`src/rtl/hdf_pkg.sv`:
```
package hdf_pkg;
   localparam logic [7:0] OFS_TOT_LO  = 8'h00;
   localparam logic [7:0] OFS_TOT_HI  = 8'h04;
   localparam logic [7:0] OFS_STAT    = 8'h08;
   localparam logic [7:0] OFS_CTRL    = 8'h0C;
   localparam logic [7:0] OFS_GO      = 8'h10;
   localparam logic [7:0] OFS_ADDR    = 8'h14;
   localparam logic [7:0] OFS_LEN     = 8'h18;
   localparam logic [7:0] OFS_RLEN_LO = 8'h20;
   localparam logic [7:0] OFS_RLEN_HI = 8'h24;
   localparam logic [7:0] OFS_DIG0    = 8'h30;
   localparam logic [7:0] OFS_IV0     = 8'h90;

   typedef enum logic [1:0] {
      ERR_NONE   = 2'b00,
      ERR_BUSY   = 2'b01,
      ERR_NOTRDY = 2'b10
   } err_e;
endpackage

```
`src/rtl/hdf_fetch.sv`:
```
module hdf_fetch #(
   parameter int unsigned ADDR_W = 32,
   parameter int unsigned DW     = 32,
   parameter int unsigned CNT_W  = 16
) (
   input  logic              clk,
   input  logic              rst_n,
   input  logic              load,
   input  logic [ADDR_W-1:0] base,
   input  logic [CNT_W-1:0]  nwords,
   input  logic              slot_free,
   output logic              req_valid,
   input  logic              req_ready,
   output logic [ADDR_W-1:0] req_addr,
   input  logic              rsp_valid,
   input  logic [DW-1:0]     rsp_data,
   output logic              push,
   output logic [DW-1:0]     push_data,
   output logic              idle
);
   localparam int unsigned STEP = DW / 8;

   if (DW % 8 != 0) begin : g_bad_dw
      $error("hdf_fetch: DW must be a whole number of bytes");
   end

   logic [ADDR_W-1:0] addr_q;
   logic [CNT_W-1:0]  left_q;
   logic              wait_q;
   logic              fire;

   assign req_valid = (left_q != '0) && !wait_q && slot_free;
   assign req_addr  = addr_q;
   assign fire      = req_valid && req_ready;
   assign push      = rsp_valid && wait_q;
   assign push_data = rsp_data;
   assign idle      = (left_q == '0) && !wait_q;

   always_ff @(posedge clk or negedge rst_n) begin
      if (!rst_n) begin
         addr_q <= '0;
         left_q <= '0;
         wait_q <= 1'b0;
      end else begin
         if (load) begin
            addr_q <= base;
            left_q <= nwords;
         end else if (fire) begin
            addr_q <= addr_q + ADDR_W'(STEP);
            left_q <= left_q - CNT_W'(1);
         end
         if (fire)           wait_q <= 1'b1;
         else if (rsp_valid) wait_q <= 1'b0;
      end
   end

   AST_ONE_AT_A_TIME: assert property (@(posedge clk) disable iff (!rst_n)
      fire |=> !req_valid);
   AST_WORD_ALIGNED: assert property (@(posedge clk) disable iff (!rst_n)
      fire |=> (addr_q == $past(addr_q) + ADDR_W'(STEP)));
endmodule

```
`src/rtl/hdf_pack.sv`:
```
module hdf_pack #(
   parameter int unsigned DW      = 32,
   parameter int unsigned BLK_W   = 512,
   parameter bit          SWAP_EN = 1'b1
) (
   input  logic             clk,
   input  logic             rst_n,
   input  logic             push,
   input  logic [DW-1:0]    push_data,
   input  logic             swap,
   output logic             blk_valid,
   input  logic             blk_ready,
   output logic [BLK_W-1:0] blk_data,
   output logic             slot_free,
   output logic             empty
);
   localparam int unsigned NW = BLK_W / DW;
   localparam int unsigned CW = $clog2(NW + 1);
   localparam int unsigned IW = (NW > 1) ? $clog2(NW) : 1;
   localparam int unsigned NB = DW / 8;

   if (BLK_W % DW != 0) begin : g_bad_blk
      $error("hdf_pack: BLK_W must be a multiple of DW");
   end
   if (DW % 8 != 0) begin : g_bad_dw
      $error("hdf_pack: DW must be a whole number of bytes");
   end

   logic [DW-1:0] word_in;
   logic [DW-1:0] slot_q [NW];
   logic [CW-1:0] cnt_q;
   logic          full;

   if (SWAP_EN) begin : g_swap
      logic [DW-1:0] rev;
      always_comb begin
         for (int b = 0; b < NB; b++)
            rev[8*b +: 8] = push_data[DW-8-8*b +: 8];
      end
      assign word_in = swap ? rev : push_data;
   end else begin : g_pass
      logic unused_swap;
      assign unused_swap = swap;
      assign word_in     = push_data;
   end

   assign full      = (cnt_q == CW'(NW));
   assign blk_valid = full;
   assign slot_free = !full;
   assign empty     = (cnt_q == '0);

   always_ff @(posedge clk or negedge rst_n) begin
      if (!rst_n)                      cnt_q <= '0;
      else if (blk_valid && blk_ready) cnt_q <= '0;
      else if (push && !full)          cnt_q <= cnt_q + CW'(1);
   end

   always_ff @(posedge clk) begin
      if (push && !full) slot_q[IW'(cnt_q)] <= word_in;
   end

   for (genvar i = 0; i < NW; i++) begin : g_lane
      assign blk_data[BLK_W-1-i*DW -: DW] = slot_q[i];
   end

   AST_BLK_HOLD: assert property (@(posedge clk) disable iff (!rst_n)
      (blk_valid && !blk_ready) |=> (blk_valid && $stable(blk_data)));
   AST_NO_PUSH_FULL: assert property (@(posedge clk) disable iff (!rst_n)
      full |-> !push);
endmodule

```
`src/rtl/hdf_regs.sv`:
```
module hdf_regs
   import hdf_pkg::*;
#(
   parameter int unsigned ADDR_W    = 32,
   parameter int unsigned CNT_W     = 16,
   parameter int unsigned ST_W      = 256,
   parameter int unsigned BLK_BYTES = 64,
   parameter int unsigned WAKE_CYC  = 8
) (
   input  logic              clk,
   input  logic              rst_n,
   input  logic              reg_wr,
   input  logic [7:0]        reg_addr,
   input  logic [31:0]       reg_wdata,
   output logic [31:0]       reg_rdata,
   output logic              fetch_load,
   output logic [ADDR_W-1:0] fetch_base,
   output logic [CNT_W-1:0]  fetch_nwords,
   input  logic              fetch_idle,
   input  logic              pack_empty,
   input  logic              blk_pending,
   input  logic              blk_fire,
   input  logic              dig_valid,
   input  logic [ST_W-1:0]   dig_data,
   output logic              swap,
   output logic              core_init_load,
   output logic              core_init_use,
   output logic [ST_W-1:0]   core_init_state,
   output logic [1:0]        core_alg,
   output logic              rec_rdy
);
   localparam int unsigned NS   = ST_W / 32;
   localparam int unsigned SW   = (NS > 1) ? $clog2(NS) : 1;
   localparam int unsigned WK_W = $clog2(WAKE_CYC + 1);
   localparam int unsigned LOG_B = $clog2(BLK_BYTES);

   if (ST_W % 32 != 0 || NS > 8) begin : g_bad_st
      $error("hdf_regs: ST_W must be 32 to 256 in 32-bit steps");
   end
   if (ADDR_W > 32 || CNT_W + 2 > 32) begin : g_bad_w
      $error("hdf_regs: address or count wider than the register port");
   end
   if (WAKE_CYC < 1 || (1 << LOG_B) != BLK_BYTES) begin : g_bad_misc
      $error("hdf_regs: WAKE_CYC >= 1 and power-of-two BLK_BYTES required");
   end

   logic [WK_W-1:0]   wake_q;
   logic              woke;
   logic [6:0]        ctrl_q;
   logic [1:0]        alg_q;
   logic              swap_q;
   logic              init_q, init_use_q;
   logic [31:0]       iv_q  [NS];
   logic [31:0]       dig_q [NS];
   logic [63:0]       tot_q;
   logic [31:0]       rlen_q;
   logic [ADDR_W-1:0] base_q;
   err_e              err_q;
   logic              lerr_q;
   logic              act_q;
   logic              cbusy_q;

   logic       hash_rdy, wr_go, start_ok, wr_len, len_bad, rec_ok, rec_done;
   logic [7:0] dig_off, iv_off;
   logic       dig_hit, iv_hit;

   assign woke     = (wake_q == WK_W'(WAKE_CYC));
   assign hash_rdy = woke && !act_q;
   assign wr_go    = reg_wr && (reg_addr == OFS_GO) && reg_wdata[0];
   assign start_ok = wr_go && hash_rdy;
   assign wr_len   = reg_wr && (reg_addr == OFS_LEN);
   assign len_bad  = (base_q[1:0] != 2'b00) || (reg_wdata == '0) ||
                     (reg_wdata[LOG_B-1:0] != '0) ||
                     ((reg_wdata >> (CNT_W + 2)) != '0);
   assign rec_ok   = wr_len && !act_q && !len_bad;
   assign rec_done = act_q && fetch_idle && pack_empty && !cbusy_q;

   assign dig_off = reg_addr - OFS_DIG0;
   assign iv_off  = reg_addr - OFS_IV0;
   assign dig_hit = (reg_addr >= OFS_DIG0) && (dig_off < 8'(4 * NS)) && (reg_addr[1:0] == 2'b00);
   assign iv_hit  = (reg_addr >= OFS_IV0)  && (iv_off  < 8'(4 * NS)) && (reg_addr[1:0] == 2'b00);

   assign fetch_load   = rec_ok;
   assign fetch_base   = base_q;
   assign fetch_nwords = reg_wdata[CNT_W+1:2];
   assign swap           = swap_q;
   assign core_alg       = alg_q;
   assign core_init_load = init_q;
   assign core_init_use  = init_use_q;
   assign rec_rdy        = !act_q;

   for (genvar i = 0; i < NS; i++) begin : g_iv
      assign core_init_state[ST_W-1-32*i -: 32] = iv_q[i];
   end

   always_ff @(posedge clk or negedge rst_n) begin
      if (!rst_n) begin
         wake_q     <= '0;
         ctrl_q     <= '0;
         alg_q      <= '0;
         swap_q     <= 1'b0;
         init_q     <= 1'b0;
         init_use_q <= 1'b0;
         tot_q      <= '0;
         rlen_q     <= '0;
         base_q     <= '0;
         err_q      <= ERR_NONE;
         lerr_q     <= 1'b0;
         act_q      <= 1'b0;
         cbusy_q    <= 1'b0;
         for (int i = 0; i < NS; i++) begin
            iv_q[i]  <= '0;
            dig_q[i] <= '0;
         end
      end else begin
         if (!woke) wake_q <= wake_q + WK_W'(1);

         if (reg_wr && reg_addr == OFS_CTRL) ctrl_q <= reg_wdata[6:0];
         if (reg_wr && reg_addr == OFS_ADDR) base_q <= reg_wdata[ADDR_W-1:0];
         if (reg_wr && iv_hit) iv_q[iv_off[SW+1:2]] <= reg_wdata;

         init_q <= start_ok;
         if (start_ok) begin
            alg_q      <= ctrl_q[2:1];
            swap_q     <= ctrl_q[5];
            init_use_q <= ctrl_q[6];
         end

         if (start_ok) begin
            err_q  <= ERR_NONE;
            lerr_q <= 1'b0;
         end else begin
            if (wr_go)                      err_q  <= ERR_NOTRDY;
            if (wr_len && act_q)            err_q  <= ERR_BUSY;
            if (wr_len && !act_q && len_bad) lerr_q <= 1'b1;
         end

         if (rec_ok) begin
            act_q  <= 1'b1;
            rlen_q <= reg_wdata;
         end else if (rec_done) begin
            act_q  <= 1'b0;
         end

         if (blk_fire)       cbusy_q <= 1'b1;
         else if (dig_valid) cbusy_q <= 1'b0;

         if (start_ok)      tot_q <= '0;
         else if (blk_fire) tot_q <= tot_q + 64'(BLK_BYTES);

         if (dig_valid) begin
            for (int i = 0; i < NS; i++) dig_q[i] <= dig_data[ST_W-1-32*i -: 32];
         end
      end
   end

   always_comb begin
      reg_rdata = '0;
      if (reg_addr == OFS_TOT_LO)       reg_rdata = tot_q[31:0];
      else if (reg_addr == OFS_TOT_HI)  reg_rdata = tot_q[63:32];
      else if (reg_addr == OFS_STAT)    reg_rdata = {25'd0, lerr_q, err_q, rec_rdy,
                                                     blk_pending, fetch_idle, hash_rdy};
      else if (reg_addr == OFS_CTRL)    reg_rdata = {25'd0, ctrl_q};
      else if (reg_addr == OFS_ADDR)    reg_rdata = 32'(base_q);
      else if (reg_addr == OFS_RLEN_LO) reg_rdata = rlen_q;
      else if (dig_hit)                 reg_rdata = dig_q[dig_off[SW+1:2]];
      else if (iv_hit)                  reg_rdata = iv_q[iv_off[SW+1:2]];
   end

   AST_START_GATED: assert property (@(posedge clk) disable iff (!rst_n)
      core_init_load |-> $past(hash_rdy));
   AST_REC_DROP: assert property (@(posedge clk) disable iff (!rst_n)
      $fell(rec_rdy) |-> $past(wr_len));
   AST_IDLE_TOTAL: assert property (@(posedge clk) disable iff (!rst_n)
      (!act_q && !start_ok) |=> $stable(tot_q));
   AST_DIG_ANSWERS: assert property (@(posedge clk) disable iff (!rst_n)
      dig_valid |-> cbusy_q);
endmodule

```
`src/rtl/hash_dma_front.sv`:
```
module hash_dma_front #(
   parameter int unsigned ADDR_W   = 32,
   parameter int unsigned CNT_W    = 16,
   parameter int unsigned WAKE_CYC = 8,
   parameter bit          SWAP_EN  = 1'b1
) (
   input  logic              clk,
   input  logic              rst_n,
   input  logic              reg_wr,
   input  logic [7:0]        reg_addr,
   input  logic [31:0]       reg_wdata,
   output logic [31:0]       reg_rdata,
   output logic              mem_req_valid,
   input  logic              mem_req_ready,
   output logic [ADDR_W-1:0] mem_req_addr,
   input  logic              mem_rsp_valid,
   input  logic [31:0]       mem_rsp_data,
   output logic              core_init_load,
   output logic              core_init_use,
   output logic [255:0]      core_init_state,
   output logic [1:0]        core_alg,
   output logic              core_blk_valid,
   input  logic              core_blk_ready,
   output logic [511:0]      core_blk_data,
   input  logic              core_dig_valid,
   input  logic [255:0]      core_dig_data
);
   localparam int unsigned DW        = 32;
   localparam int unsigned BLK_W     = 512;
   localparam int unsigned ST_W      = 256;
   localparam int unsigned BLK_BYTES = BLK_W / 8;

   logic              f_load, f_idle, f_push, p_free, p_empty, swap, rec_rdy, blk_fire;
   logic [ADDR_W-1:0] f_base;
   logic [CNT_W-1:0]  f_nwords;
   logic [DW-1:0]     f_word;

   assign blk_fire = core_blk_valid && core_blk_ready;

   hdf_regs #(.ADDR_W(ADDR_W), .CNT_W(CNT_W), .ST_W(ST_W),
              .BLK_BYTES(BLK_BYTES), .WAKE_CYC(WAKE_CYC)) u_regs (
      .clk(clk), .rst_n(rst_n), .reg_wr(reg_wr), .reg_addr(reg_addr),
      .reg_wdata(reg_wdata), .reg_rdata(reg_rdata),
      .fetch_load(f_load), .fetch_base(f_base), .fetch_nwords(f_nwords),
      .fetch_idle(f_idle), .pack_empty(p_empty), .blk_pending(core_blk_valid),
      .blk_fire(blk_fire), .dig_valid(core_dig_valid), .dig_data(core_dig_data),
      .swap(swap), .core_init_load(core_init_load), .core_init_use(core_init_use),
      .core_init_state(core_init_state), .core_alg(core_alg), .rec_rdy(rec_rdy));

   hdf_fetch #(.ADDR_W(ADDR_W), .DW(DW), .CNT_W(CNT_W)) u_fetch (
      .clk(clk), .rst_n(rst_n), .load(f_load), .base(f_base), .nwords(f_nwords),
      .slot_free(p_free), .req_valid(mem_req_valid), .req_ready(mem_req_ready),
      .req_addr(mem_req_addr), .rsp_valid(mem_rsp_valid), .rsp_data(mem_rsp_data),
      .push(f_push), .push_data(f_word), .idle(f_idle));

   hdf_pack #(.DW(DW), .BLK_W(BLK_W), .SWAP_EN(SWAP_EN)) u_pack (
      .clk(clk), .rst_n(rst_n), .push(f_push), .push_data(f_word), .swap(swap),
      .blk_valid(core_blk_valid), .blk_ready(core_blk_ready),
      .blk_data(core_blk_data), .slot_free(p_free), .empty(p_empty));

   AST_IDLE_NO_REQ: assert property (@(posedge clk) disable iff (!rst_n)
      rec_rdy |-> !mem_req_valid);
   AST_IDLE_NO_BLK: assert property (@(posedge clk) disable iff (!rst_n)
      rec_rdy |-> !core_blk_valid);
endmodule

```
`config.mk`:
```
export PLATFORM = sky130hd
export DESIGN_NAME = hash_dma_front
export DESIGN_NICKNAME = d
export VERILOG_FILES = /design/src/rtl/hdf_pkg.sv /design/src/rtl/hdf_fetch.sv /design/src/rtl/hdf_pack.sv /design/src/rtl/hdf_regs.sv /design/src/rtl/hash_dma_front.sv
export SDC_FILE = /design/constraint.sdc
export NUM_CORES = 2
export LEC_CHECK = 0
export BUFFER_PORTS_ARGS = -buffer_cell sky130_fd_sc_hd__buf_2
export CORE_AREA = 2 2 451 453
export DETAILED_ROUTE_END_ITERATION = 12
export DIE_AREA = 0 0 453 455
export RECOVER_POWER = 100
export SETUP_SLACK_MARGIN = 0.4
export SLEW_MARGIN = 15
export SYNTH_ARGS = -nofsm -noshare
export SYNTH_HDL_FRONTEND = slang
export SYNTH_SLANG_ARGS = --single-unit
```
`constraint.sdc`:
```
create_clock -name clk -period 4.3 [get_ports clk]
set_input_delay 0.645 -clock clk [delete_from_list [all_inputs] [get_ports clk]]
set_output_delay 0.645 -clock clk [all_outputs]
set_load 0.1 [all_outputs]
```
# == After elaboration in Yosys (flattened, before gate mapping) ==
# Memories as Yosys holds them, arrays and structs flattened.
# Index checks and enable logic that the tools add are counted.
# totals
ramBits,512
out_inout_bits,838
inputBits,335
memories,1
regBits,715
# op_classes
order_cmp,7
n_eq_ne,9
addsub,7
n_bitwise,2
reduce_logical,52
n_mux,39
# memory_table
name,depth,width,rd,rd_ports_with_merged_regs,write_ports,line,text
u_pack.slot_q,16,32,16,0,1,hdf_pack.sv:30,logic [DW-1:0] slot_q [NW];
# op_table
cell,n
2-to-1 mux 32 bit,16
bitwise mux 256 bit,1
binary-select mux 32 bit (select 3 bit),2
2-to-1 mux 64 bit,2
demux 32 bit (select 3 bit),1
adder 64 x 7 -> 64 bit (second input constant),1
adder 32 x 3 -> 32 bit (second input constant),1
zero test 32 bit,1
2-to-1 mux 16 bit,2
nonzero test 32 bit,1
logical AND 1 bit,27
== test 8 x 5 -> 1 bit (second input constant),3
== test 8 x 4 -> 1 bit (second input constant),2
zero test 16 bit,1
less-than comparator 8 x 6 -> 1 bit (second input constant),2
nonzero test 16 bit,1
nonzero test 2 bit,8
subtractor 16 x 1 -> 16 bit (second input constant),1
2-to-1 mux 1 bit,10
2-to-1 mux 5 bit,2
== test 8 x 3 -> 1 bit (second input constant),1
== test 8 x 6 -> 1 bit (second input constant),1
>= comparator 4 bit (second input constant),2
>= comparator 8 x 6 -> 1 bit (second input constant),1
17 further kinds,26

# == Depth between registers and ports, before layout ==
# logic_depth
depth_word,13
ltp_mapped,13
mapped_depth_nobuf,9

# == By module ==
# Synthesis repeated with hierarchy kept, for this count alone.
# hier_totals
cells_unflattened,3345
hier_area_um2,50596.0
# by_module_without_submodules
mod,seq_area_each_um2,instances,cells_per_inst,area_each_um2
hdf_regs,16390.7,1,2380,31127.4
hdf_pack,15499.9,1,606,16203.0
hdf_fetch,1226.2,1,358,3259.4
hash_dma_front,0.0,1,1,6.3

# == Worst setup path after synthesis ==
# No wires, ideal clock.
# synth_path
path_kind,input port to output port
from,input reg_addr[4]
to,output reg_rdata[3]
n_path_buf,3
stages,10
setup_slack_ps,-1192
arrival_time_ps,4847
cell_sequence,buf_2 -> inv_1 -> clkbuf_1 -> ha_1 -> a2111oi_0 -> nand2b_1 -> clkbuf_1 -> a2111oi_0 -> nor3_1 -> o21ai_0
# synth_via
elab_chain_cells,13
# synth_rtl
item,line,text
start: declaration,hash_dma_front.sv:10,"input logic [7:0] reg_addr,"
branches (longest 12 deep; another with subtractor 8 bit),--,
2-to-1 mux 32 bit *,hdf_regs.sv:159,if (reg_addr == OFS_TOT_LO) reg_rdata = tot_q[31:0];
end: declaration,hash_dma_front.sv:12,"output logic [31:0] reg_rdata,"
# Every way passes the cells marked *. The select of a mux whose other input is x is not followed.

# == Worst setup path after layout ==
# layout_path
from,input reg_addr[4]
to,output reg_rdata[26]
# The elaborated chain is that of the path after synthesis.

==> metrics.md <==
| Metric | Value |
|---|---|
| Final HPWL DP | 149000 um |
| Routability congestion estimate | between 0.9 and 1 |
| Via Count | 34400 |
| PD cells | 432 nW/um^2 |
| Register area | 33100 um^2 |
| Number of port buffers | 1172 |
| Seq/Total Area, Yosys | between 60% and 70% |
| Gr usage total | 18.7% |
| Critical Path Start Type | primary input |
| Maximum clock rate | 246 MHz |
| Layout Nets | ~4800 |
| Dpl cells | roughly 7000 |
| CP Capture Type | output port |
| I/O pin count | 1173 |
| RSZ-0062 raised after global routing | yes |
| Global-route wire length before repair | 272000 um |
| Syn_area_per_cell | 15.4 um^2 |
| Clock transition at the registers of the reported paths | 50 ps |
| Die H | ~460 um |
| Largest net degree at the start of global routing | 114 |
| Core area | 201000 um^2 |
| Worst Tran Pin Value | 2970 ps |
| Synth Area in Compound Gates | 4.23% |
| Number of global-route vias before repair | roughly 35000 |
| Commonest non-fill, non-tap cell in the layout | clkbuf_1 |
| Fillcell total | 20400 |
| Worst slew margin | -97.8% |
| DIE WIDTH | 453 um |
| Reg2Reg Launch Point | u_regs.fetch_base[1] |
| Outcome | finished, violations left |
| Gr ovfl total | 0 |
| Primary FF master, synth | dfrtp_1 |
| Met1 usage | 20.1% |
| Failing checks | capacitance limit, slew limit |
| Hold Path Class | primary input to flip-flop |
| # H-tree levels | 4 |
| Sink Count | 1221 |
| Root buffer cell | clkbuf_16 |
| Crit path time final | 4070 ps |
| Crit path max fanout | 20 |
| Post-DR vias/cell | between 4 and 5 |
| Number of CTS-inserted buffers | between 100 and 150 |
| Share of layout cells above drive strength 1 | 32.0% |
| Peak VDD IR | 0.359 mV |
| Fin worst setup slack | 229 ps |
| Period utilization | 94.7% |
| Multi-input gate area | roughly 16000 um^2 |
| Data required, critical path | 3650 ps |
| Max clock buf depth | 3 |
| Clk_lat worst skew | 790 ps |
| Commonest non-fill, non-tap cells in the layout | clkbuf_1 (842), dfrtp_1 (709), mux2_2 (572) |
| Finish-stage setup viols | 0 |
| EDFF count, synth | 512 |
| Synth warn | 0 |
| FP Rows | 165 |
| Hold Violations, Final | 0 |
| Util after Layout | 31.7% |
| Worst EP arrival | 3430 ps |
| Pleak | 25.4 nW |
| DP Worst Slack | -1.51 ps |
| Post-synthesis simple-gate area fraction | 5.39% |
| GR peak layer | met2 |
| Cells after Synth | 3231 |
| Mux cell area share after synthesis | 20.1% |
| Maximum capacitance violations | 11 |
| Non-filler cells, final | 7285 |
| Initial antenna violation count | 45 |
| Design Power | ~0.028 W |
| Min-delay src | core_dig_data[214] |
| Post-Synth XOR/XNOR Area | 1.47% |
| Yosys cell types | 78 |
| Area delta synth->final | 28.0% |
| Post-route ant nets | 0 |
| Final WL | roughly 200000 um |
| Initial Util | 24.8% |
| Post-synthesis async set-or-reset flop share | 58.1% |
| GR Util met3 | under 10% |
| Syn nets | 3580 |
| Post-route DRC violation count | 0 |
| Main combinational cell family by area after synthesis | multiplexers |
| Drt initial violations | 3020 |
| Wire per inst | 27.4 um |
| Critical Path Source | reg_addr[4] |
| Max-slew violation total from the final report | between 300 and 400 |
| DRT Pass-1 Iters | 5 |
| Adder-Cell Fraction of Synth Area | 0.351% |
| Die area | roughly 210000 um^2 |
| Crit Path Class | primary input to output port |
| Post-synthesis cell area | approximately 50000 um^2 |
| Met2 usage | 32.6% |
| Final clock skew | 33.5 ps |
| Synthesized flop and latch total | around 1200 |
| CTS tree | done |
kinds of logic after synthesis:
family,Yosys count
DFF,1221
muxes,803
and+or+nand+nor,534
AOI/OAI and AO/OA,331
buffers and inverters,244
xor gates and xnor gates,84
adders and majority gates,14
final timing paths:
kind | depth (start not counted) | end | slack (ps)
max in group asynchronous | 3 | u_regs.core_init_state[13] | 770
min in group asynchronous | 2 | u_regs.dig_q[17] | 1130
hold reg to reg | 1 | u_regs.rlen_q[5] | 480
setup reg to reg | 8 | u_fetch.left_q[15] | 510
setup / recovery | 10 | reg_rdata[26] | 230
hold / removal | 2 | u_regs.dig_q[214] | 90
metrics by stage:
stage,instance area [um^2],TNS [ps],hold slack (ps)
finish,63900,0,92.5
global route,63900,0,32.8
CTS,65000,0,3.85
detailed placement,60400,-1.51,462
global placement,60400,-76.8,460
floorplan,50100,-12970,349
flip-flops by register name, indices dropped and copies added (netlist names), 5 cells and up:
signal                  count
u_fetch.left_q             16
u_fetch.req_addr           32
u_pack.cnt_q                5
u_pack.slot_q             512
u_regs.core_init_state    256
u_regs.ctrl_q               7
u_regs.dig_q              256
u_regs.fetch_base          32
u_regs.rlen_q              32
u_regs.tot_q               58
cell usage after synthesis, types with 16 or more instances:
cell type | count | area share [%]
a211oi_1 | 16 | 0.24
a21oi_1 | 65 | 0.65
and2_1 | 31 | 0.39
and3_1 | 20 | 0.25
buf_1 | 30 | 0.23
buf_2 | 50 | 0.50
clkbuf_1 | 123 | 0.93
dfrtp_1 | 709 | 36
edfxtp_1 | 512 | 31
inv_1 | 32 | 0.24
mux2_2 | 604 | 14
mux2i_1 | 95 | 1.9
mux4_2 | 100 | 4.5
nand2_1 | 135 | 1.0
nand2b_1 | 18 | 0.23
nand3_1 | 52 | 0.52
nand4_1 | 30 | 0.38
nor2_1 | 127 | 0.96
nor3_1 | 38 | 0.38
o21ai_0 | 108 | 1.1
o22ai_1 | 26 | 0.33
o31ai_1 | 22 | 0.33
or3_1 | 22 | 0.28
xnor2_1 | 49 | 0.86
xor2_1 | 35 | 0.61
critical path, stage by stage:
cell and delay (ps):
buf_8 180, inv_1 120, ha_1 360, a2111oi_4 370, or3b_1 570, buf_6 240, nor2_1 110, nor3_1 90
a21oi_4 190, clkbuf_2 510
layer usage:
layer	routed length, um	share of wire [%]
met3	16300	8.2
met1	70400	35
met4	13000	6.5
met5	216	0.11
met2	99500	50
repair_timing:
action | CTS | global route
setup endpoints to repair | 23 | 13
buffers inserted | 1 | 0
resized for setup | 24 | 14
pin swaps | 1 | 2
hold buffers | 3 | 0
endpoints found under the hold margin | 70 | 0
power by group:
| part | internal, W | switching (W) |
|---|---|---|
| registers | 0.0125 | 0.000303 |
| logic | 0.000887 | 0.00201 |
| clock network | 0.00687 | 0.00498 |
| total | 0.0203 | 0.00729 |
cell type report:
cell class	instances	share of cell area (%)
clock buffers	167	5.73
clock inverters	68	1.31
multi-input cells	1766	25.3
repair buffers	1332	10.3
flip-flops and latches	1221	51.8
well taps	2672	5.23
diodes	26	0.102
inverters	33	0.196
(Power assumes the default switching activity.)
